==> src/rtl/alu8_pkg.sv <==
package alu8_pkg;
    localparam int DATA_W  = 8;
    localparam int SHAMT_W = $clog2(DATA_W);
    localparam int UNITS   = 4;

    // Unit indices into the enable vector
    localparam int U_LOGIC = 0;
    localparam int U_ARITH = 1;
    localparam int U_SHIFT = 2;
    localparam int U_MUL   = 3;

    typedef enum logic [2:0] {
        OP_NAND  = 3'b000,
        OP_NOR   = 3'b001,
        OP_XOR   = 3'b010,
        OP_SUB   = 3'b011,
        OP_SHL   = 3'b100,
        OP_ADD   = 3'b101,
        OP_MULLO = 3'b110,
        OP_MULHI = 3'b111
    } alu_op_e;
endpackage

==> src/rtl/alu8_isolate.sv <==
// Operand isolation: decodes the operation code into one enable per
// functional unit and forces the operands of every idle unit to zero.
// Assumes codes follow alu_op_e; exactly one unit is enabled per code.
module alu8_isolate #(
    parameter int W = alu8_pkg::DATA_W,
    parameter int N = alu8_pkg::UNITS
) (
    input  logic [2:0]   op_i,
    input  logic [W-1:0] a_i,
    input  logic [W-1:0] b_i,
    output logic [N-1:0] en_o,
    output logic [W-1:0] ga_o [N],
    output logic [W-1:0] gb_o [N]
);
    import alu8_pkg::*;

    // Map each code to the unit that serves it
    always_comb begin
        en_o = '0;
        case (alu_op_e'(op_i))
            OP_NAND, OP_NOR, OP_XOR: en_o[U_LOGIC] = 1'b1;
            OP_SUB, OP_ADD:          en_o[U_ARITH] = 1'b1;
            OP_SHL:                  en_o[U_SHIFT] = 1'b1;
            default:                 en_o[U_MUL]   = 1'b1;
        endcase
    end

    // AND-gate each unit's operand pair with its enable
    for (genvar u = 0; u < N; u++) begin : g_gate
        assign ga_o[u] = a_i & {W{en_o[u]}};
        assign gb_o[u] = b_i & {W{en_o[u]}};
    end
endmodule

==> src/rtl/alu8_slice.sv <==
// One-bit slice: bitwise logic on one operand pair and a full adder on
// a second, independently gated operand pair. Replicated W times.
module alu8_slice (
    input  logic la,
    input  logic lb,
    input  logic aa,
    input  logic ab,
    input  logic cin,
    output logic nand_o,
    output logic nor_o,
    output logic xor_o,
    output logic sum_o,
    output logic cout_o
);
    logic p;

    // Logic functions and full-adder sum/carry for this bit
    always_comb begin
        nand_o = ~(la & lb);
        nor_o  = ~(la | lb);
        xor_o  = la ^ lb;
        p      = aa ^ ab;
        sum_o  = p ^ cin;
        cout_o = (aa & ab) | (p & cin);
    end
endmodule

==> src/rtl/alu8_shifter.sv <==
// Logical left barrel shifter, log2(W) stages, zero fill.
// Assumes only the low SHW bits of the amount are meaningful.
module alu8_shifter #(
    parameter int W   = alu8_pkg::DATA_W,
    parameter int SHW = $clog2(W)
) (
    input  logic [W-1:0]   d_i,
    input  logic [SHW-1:0] amt_i,
    output logic [W-1:0]   q_o
);
    logic [W-1:0] stage [SHW+1];

    assign stage[0] = d_i;
    for (genvar s = 0; s < SHW; s++) begin : g_stage
        // Shift by 2^s when amount bit s is set
        assign stage[s+1] = amt_i[s] ? (stage[s] << (1 << s)) : stage[s];
    end
    assign q_o = stage[SHW];
endmodule

==> src/rtl/alu8_mult.sv <==
// Unsigned W x W array multiplier giving the full 2W-bit product.
// Partial products are formed in a generate loop and summed.
module alu8_mult #(
    parameter int W = alu8_pkg::DATA_W
) (
    input  logic [W-1:0]   a_i,
    input  logic [W-1:0]   b_i,
    output logic [2*W-1:0] p_o
);
    logic [2*W-1:0] pp [W];

    for (genvar i = 0; i < W; i++) begin : g_pp
        assign pp[i] = {{W{1'b0}}, (a_i & {W{b_i[i]}})} << i;
    end

    // Accumulate the shifted partial products
    always_comb begin
        p_o = '0;
        for (int i = 0; i < W; i++) p_o = p_o + pp[i];
    end
endmodule

==> src/rtl/alu8_isolated.sv <==
// Top: operand-isolated ALU. The four units get gated operands, an
// eight-way mux picks the result and flags, and one register stage
// with synchronous active-low reset holds the outputs.
module alu8_isolated #(
    parameter int W = alu8_pkg::DATA_W
) (
    input  logic         clk,
    input  logic         rst_n,
    input  logic [2:0]   op_i,
    input  logic [W-1:0] a_i,
    input  logic [W-1:0] b_i,
    output logic [W-1:0] result_o,
    output logic         carry_o,
    output logic         borrow_o,
    output logic         zero_o
);
    import alu8_pkg::*;
    localparam int SHW = $clog2(W);

    logic [UNITS-1:0] en;
    logic [W-1:0]     ga [UNITS];
    logic [W-1:0]     gb [UNITS];

    alu8_isolate #(.W(W), .N(UNITS)) u_iso (
        .op_i(op_i), .a_i(a_i), .b_i(b_i),
        .en_o(en), .ga_o(ga), .gb_o(gb)
    );

    // Subtract flag is qualified by the arith enable so an idle unit stays at zero
    logic         sub;
    logic [W-1:0] ab_eff;
    logic [W:0]   carry;
    logic [W-1:0] nand_v, nor_v, xor_v, sum_v;

    assign sub      = en[U_ARITH] & (op_i == OP_SUB);
    assign ab_eff   = gb[U_ARITH] ^ {W{sub}};
    assign carry[0] = sub;

    for (genvar i = 0; i < W; i++) begin : g_slice
        alu8_slice u_slice (
            .la(ga[U_LOGIC][i]), .lb(gb[U_LOGIC][i]),
            .aa(ga[U_ARITH][i]), .ab(ab_eff[i]),
            .cin(carry[i]),
            .nand_o(nand_v[i]), .nor_o(nor_v[i]), .xor_o(xor_v[i]),
            .sum_o(sum_v[i]), .cout_o(carry[i+1])
        );
    end

    logic [W-1:0]   shl_v;
    logic [W-1:SHW] shamt_hi_unused;
    assign shamt_hi_unused = gb[U_SHIFT][W-1:SHW];

    alu8_shifter #(.W(W), .SHW(SHW)) u_shl (
        .d_i(ga[U_SHIFT]), .amt_i(gb[U_SHIFT][SHW-1:0]), .q_o(shl_v)
    );

    logic [2*W-1:0] prod;
    alu8_mult #(.W(W)) u_mul (.a_i(ga[U_MUL]), .b_i(gb[U_MUL]), .p_o(prod));

    // Eight-way result multiplexer and flag selection
    logic [W-1:0] res_d;
    logic         cy_d, bw_d;
    always_comb begin
        cy_d = 1'b0;
        bw_d = 1'b0;
        case (alu_op_e'(op_i))
            OP_NAND:  res_d = nand_v;
            OP_NOR:   res_d = nor_v;
            OP_XOR:   res_d = xor_v;
            OP_SUB:   begin res_d = sum_v; bw_d = ~carry[W]; end
            OP_SHL:   res_d = shl_v;
            OP_ADD:   begin res_d = sum_v; cy_d = carry[W]; end
            OP_MULLO: res_d = prod[W-1:0];
            default:  res_d = prod[2*W-1:W];
        endcase
    end

    // Output register stage
    always_ff @(posedge clk) begin
        if (!rst_n) begin
            result_o <= '0;
            carry_o  <= 1'b0;
            borrow_o <= 1'b0;
            zero_o   <= 1'b0;
        end else begin
            result_o <= res_d;
            carry_o  <= cy_d;
            borrow_o <= bw_d;
            zero_o   <= (res_d == '0);
        end
    end

    // Isolation: idle units see zero operands
    assert_mul_isolated_R8: assert property (@(posedge clk) disable iff (!rst_n)
        (op_i != OP_MULLO && op_i != OP_MULHI) |-> (ga[U_MUL] == '0 && gb[U_MUL] == '0));
    assert_arith_isolated_R8: assert property (@(posedge clk) disable iff (!rst_n)
        (op_i != OP_ADD && op_i != OP_SUB) |-> (ga[U_ARITH] == '0 && ab_eff == '0));
    assert_shift_isolated_R8: assert property (@(posedge clk) disable iff (!rst_n)
        (op_i != OP_SHL) |-> (ga[U_SHIFT] == '0 && gb[U_SHIFT] == '0));
    assert_logic_isolated_R8: assert property (@(posedge clk) disable iff (!rst_n)
        (op_i > OP_XOR) |-> (ga[U_LOGIC] == '0 && gb[U_LOGIC] == '0));
    // Flags only on their own operation
    assert_carry_only_add_R6: assert property (@(posedge clk) disable iff (!rst_n)
        (op_i != OP_ADD) |=> !carry_o);
    assert_borrow_only_sub_R6: assert property (@(posedge clk) disable iff (!rst_n)
        (op_i != OP_SUB) |=> !borrow_o);
    // Zero flag tracks the registered result
    assert_zero_flag_R7: assert property (@(posedge clk) disable iff (!rst_n)
        $past(rst_n) |-> (zero_o == (result_o == '0)));
    // Reset clears every output
    assert_reset_clear_R9: assert property (@(posedge clk)
        !rst_n |=> (result_o == '0 && !carry_o && !borrow_o && !zero_o));
endmodule

==> config.mk <==
export PLATFORM = sky130hd
export DESIGN_NAME = alu8_isolated
export DESIGN_NICKNAME = d
export VERILOG_FILES = /design/src/rtl/alu8_pkg.sv /design/src/rtl/alu8_isolate.sv /design/src/rtl/alu8_slice.sv /design/src/rtl/alu8_shifter.sv /design/src/rtl/alu8_mult.sv /design/src/rtl/alu8_isolated.sv
export SDC_FILE = /design/constraint.sdc
export NUM_CORES = 1
export LEC_CHECK = 0
export BUFFER_PORTS_ARGS = -buffer_cell sky130_fd_sc_hd__buf_2
export CORE_MARGIN = 2
export CORE_UTILIZATION = 40
export CTS_CLUSTER_SIZE = 25
export DETAILED_ROUTE_END_ITERATION = 7
export GPL_TIMING_DRIVEN = 0
export PLACE_DENSITY_LB_ADDON = 0.15
export SLEW_MARGIN = 20
export SYNTH_ARGS = -nofsm -noshare
export SYNTH_HDL_FRONTEND = slang
export SYNTH_SLANG_ARGS = --single-unit
export TNS_END_PERCENT = 50
==> constraint.sdc <==
create_clock -name clk -period 15.8 [get_ports clk]
set_input_delay 1.58 -clock clk [delete_from_list [all_inputs] [get_ports clk]]
set_output_delay 1.58 -clock clk [all_outputs]
set_load 0.05 [all_outputs]
* Yosys cells after proc, flatten, opt, wreduce, memory -nomap -nowiden *
Cells that the tools add are included.

word-level totals
  register bits = 11
  bits of input ports = 21

operators by class
  reductions and logical operators = 7
  mux-type cells = 8
  add/sub/neg operators = 7
  bitwise gates (word level) = 99
  equal/unequal tests = 6

operators with widths
  kind                                                                    count
  8-bit AND                                                               15
  8-bit one-hot mux with 6 select lines                                   1
  1-bit AND                                                               25
  8-bit two-way mux                                                       3
  1-bit XOR                                                               24
  1-bit NOT                                                               17
  16-bit by 12-bit adder with 16-bit output                               1
  16-bit by 13-bit adder with 16-bit output                               1
  16-bit by 14-bit adder with 16-bit output                               1
  16-bit by 15-bit adder with 16-bit output                               1
  1-bit OR                                                                16
  11-bit by 11-bit adder with 12-bit output                               1
  10-bit by 10-bit adder with 11-bit output                               1
  8-bit by 9-bit adder with 10-bit output                                 1
  3-bit equality test (second input constant)                             3
  8-bit zero test                                                         1
  8-bit XOR                                                               1
  3-bit by 2-bit equality test with 1-bit output (second input constant)  2
  6-bit OR reduction                                                      1
  1-bit two-way mux                                                       4
  2-bit AND reduction                                                     2
  3-bit AND                                                               1
  3-bit by 1-bit equality test with 1-bit output (second input constant)  1
  3-bit zero test                                                         1
  2 further kinds                                                         2

* Logic depth before layout (Yosys ltp) *
  depth in word-level cells = 23
  depth in mapped cells = 29

* Modules after synthesis *
Synthesis repeated with hierarchy kept, for this count alone.

unflattened totals
  cells, all modules = 506
  area total of the unflattened synthesis = 4276.6 um^2

by module, submodules not included
  module         seq. area each (um^2)  cells an instance  area an instance (um^2)  times used
  alu8_mult      0.0                    230                1985.7                   1
  alu8_isolated  220.2                  123                1014.7                   1
  alu8_isolate   0.0                    77                 551.8                    1
  alu8_slice     0.0                    6                  56.3                     8
  alu8_shifter   0.0                    28                 274.0                    1

* Worst setup path before layout *
OpenSTA, ideal clock, no wires.

  path type = in2reg
  start point = in op_i[1]
  end point = reg zero_o
  path slack = 7.958 ns
  library setup time = 0.088 ns
  data required time = 15.712 ns
  stages = 28
  path buffers = 2
  data arrival time = 7.755 ns
  path through = and2_1 > clkbuf_1 > clkbuf_1 > and3_1 > fa_1 > inv_1 > fa_1 > inv_1 > ha_1 > inv_1 > fa_1 > nor2b_1 > o21ai_0 > a21boi_0 > o21ai_1 > a21oi_1 > xor2_1 > fa_1 > fa_1 > inv_1 > fa_1 > inv_1 > ha_1 > or4_1 > o21ai_1 > xor2_1 > o221ai_1 > nor4_2

on the way
  word-level cells in the longest chain between the ends = 23

ends and longest elaborated chain
  item                                                                                RTL line             RTL
  start, declared                                                                     alu8_isolated.sv:9   input logic [2:0] op_i,
  branches (longest 21 deep; another with 16-bit by 12-bit adder with 16-bit output)  -
  8-bit one-hot mux with 6 select lines (*)                                           alu8_isolated.sv:66  case (alu_op_e'(op_i))
  8-bit zero test (*)                                                                 alu8_isolated.sv:89  zero_o <= (res_d == '0);
  end signal, assigned                                                                alu8_isolated.sv:89
  end, declared                                                                       alu8_isolated.sv:15  output logic zero_o

Every way passes the cells marked *.
A chain may end at the register's enable or synchronous reset.

* Final worst setup path *
  start point = in op_i[2]
  end point = reg zero_o

The elaborated chain is that of the path after synthesis.

==> impl_results.md <==
- Routed vias: 3487
- Setup CP Type: in2reg
- First-pass GRT wire length: approximately 18 mm
- # nets final: 633
- Relative slew slack: between 50% and 60%
- Clk sinks: 11
- Crit path max-delay cell type: fa_1
- Most frequent cells in the layout: inv_1, nand2_1, and3_1
- Critical Path End Type: register
- Fmax: 115 MHz
- Die Width: 101 µm
- Hold WC Path Type: in2reg
- CTS resizes: 0
- Min Tclk post-route: 8.69 ns
- Hold EP: result_o[6]
- Crit path top cell by count: fa_1
- Initial antenna violation count: 0
- Post-Syn Area: around 3800 µm²
- TritonCTS Buffers: 3
- Wirelength per Cell: approximately 16 µm
- Initial drt markers: 195
- Routed WL: 10.4 mm
- Post-route ant nets: 0
- Hold buffers post-CTS: 0
- I/O pins: 32
- Max-cap violations: 0
- Count of state elements after synthesis: 11
- Number of vias per cell: about 5.5
- Area delta synth->final: 8.96%
- Number of global-route vias before repair: 3552
- Status: finished, final reports clean
- Layout cells sized above 1: between 10% and 20%
- Clk buf depth: 2
- TritonCTS clock tree: yes
- DRC: 0
- Worst EP arrival: 8.83 ns
- Final period utilization: 55.0%
- Routability cong.: 0.884
- H-tree Lvls: 1
- Synth Area per Inst: 7.74 µm²
- Post-synth top area cell: fa_1
- Row cnt: 35
- Clk root buf: clkbuf_8
- Gate Count Post-Synth: roughly 490
- Antenna diode count: 0
- Worst-Margin Slew: 0.649 ns
- Worst Path Required: roughly 16 ns
- Hold path cells: 2
- Final hold violations: 0
- PwrDens: 37.9 nW/µm²
- Number of synthesized flops with an enable pin: 0
- PortBufs: 31
- Asr flop ratio synth: 0%
- Pre-antenna DRT Iters: 5
- Largest net degree at the start of global routing: 11
- Startpoint types: input port
- Post-Route Utilization: 44.8%
- Leading cell type in the layout, fill and taps excluded: inv_1
- Register area share after synthesis: 5.82%
- RSZ-0062 raised after global routing: no
- Synthesis Warnings: 0
- Core area: 9200 µm²
- Initial Util: 41.1%
- Top post-synthesis cells by area: fa_1, ha_1, and3_1
- # fillers: roughly 980
- Top cell type's share of synthesized area: 21.7%
- Gr usage total: 21.9%
- HP Start: rst_n
- Net Count, Synth: 597
- Worst path max stage delay: 0.54 ns
- Total grt overflow: 0
- Most used flip-flop cell after synthesis: dfxtp_1
- Final setup fails: 0
- Clock transition at the registers of the reported paths: about 0.05 ns
- Hpwl dp: 8.62 mm
- Final setup TNS: 0 ns
- Post-CTS Setup Bufs: 0
- Final Max Tran Viols: 0
- Die Span Y: a little over 100 µm
- Peak VDD IR: 28.5 µV
- Die Area: 10300 µm²
- CP Max Fanout: 10
- Leakage Power: 2.26 nW
- Distinct cells, synth: 60
==> worst max-delay path, delay by kind of cell <==
| family | cells | cell delay [ns] |
|---|---|---|
| xor+xnor | 2 | 0.49 |
| buf+inv | 7 | 1.16 |
| compound gates | 7 | 1.39 |
| fa+ha+maj | 8 | 3.38 |
| simple gates | 5 | 0.84 |
==> layout make-up <==
class	instances	area, µm²	area share, %
flip-flops and latches	11	220	5.34
inverters	78	293	7.10
multi-input cells	365	3130	75.8
clock buffers	4	45.0	1.09
plain buffers	35	145	3.52
well taps	111	139	3.37
repair buffers	31	155	3.76
==> where the power goes <==
part	internal, mW	switching (mW)	total [mW]
combinational	0.0361	0.0630	0.0991
clock	0.0176	0.00942	0.0270
sequential	0.0299	0.000346	0.0302
==> per-stage QoR <==
stage | power [mW] | setup slack (ns) | cells | cell area (µm²) | hold slack (ns)
after floorplan | 0.102 | 7.96 | 489 | 3780 | 1.70
after global placement | 0.128 | 6.88 | 631 | 4080 | 1.88
after detailed placement | 0.129 | 6.87 | 631 | 4080 | 1.87
after CTS | 0.157 | 7.07 | 635 | 4120 | 1.63
after global routing | 0.171 | 6.55 | 635 | 4120 | 1.66
final | 0.156 | 7.11 | 635 | 4120 | 1.64
==> worst max path at each step <==
stage                       start      to  slack, ns  cells after the start
after floorplan           op_i[1]  zero_o       7.96                     28
after global placement    op_i[2]  zero_o       6.88                     29
after detailed placement  op_i[2]  zero_o       6.87                     29
after CTS                 op_i[2]  zero_o       7.07                     29
after global routing      op_i[2]  zero_o       6.55                     29
final                     op_i[2]  zero_o       7.11                     29
==> cell families (layout without fill, tap and decap cells) <==
group | after synthesis | in the layout | synth area share (%)
simple gates | 178 | 178 | 24.6
mux | 14 | 14 | 5.16
compound gates | 72 | 72 | 12.7
buf+inv | 113 | 148 | 11.6
xor+xnor | 12 | 12 | 2.78
flops | 11 | 11 | 5.82
fa+ha+maj | 89 | 89 | 37.4
==> per-layer routing <==
layer | part of all wire (%) | track usage (%) | up-vias
li1 | - | - | 1686
met1 | 47 | 31.5 | 1698
met2 | 46 | 35.9 | 99
met3 | 6.8 | 2.83 | 4
met4 | 0.54 | 3.22 | 0
met5 | 0 | 0 | -
==> synth_stat cells (all sizes together), types with 5 or more instances <==
cell type / number
inv: 78
nand2: 58
and3: 48
ha: 46
fa: 41
clkbuf: 25
o21ai: 24
nor2: 16
a21oi: 11
dfxtp: 11
nand3: 11
buf: 10
nand2b: 10
nor2b: 9
and2: 7
xnor2: 7
mux2i: 6
o211ai: 6
nor3: 5
xor2: 5
==> state kept, by name (all words and copies together), names as in the netlist <==
| name | cells |
|---|---|
| borrow_o | 1 |
| carry_o | 1 |
| result_o | 8 |
| zero_o | 1 |
No activity file was read; power rests on OpenSTA's default activity.
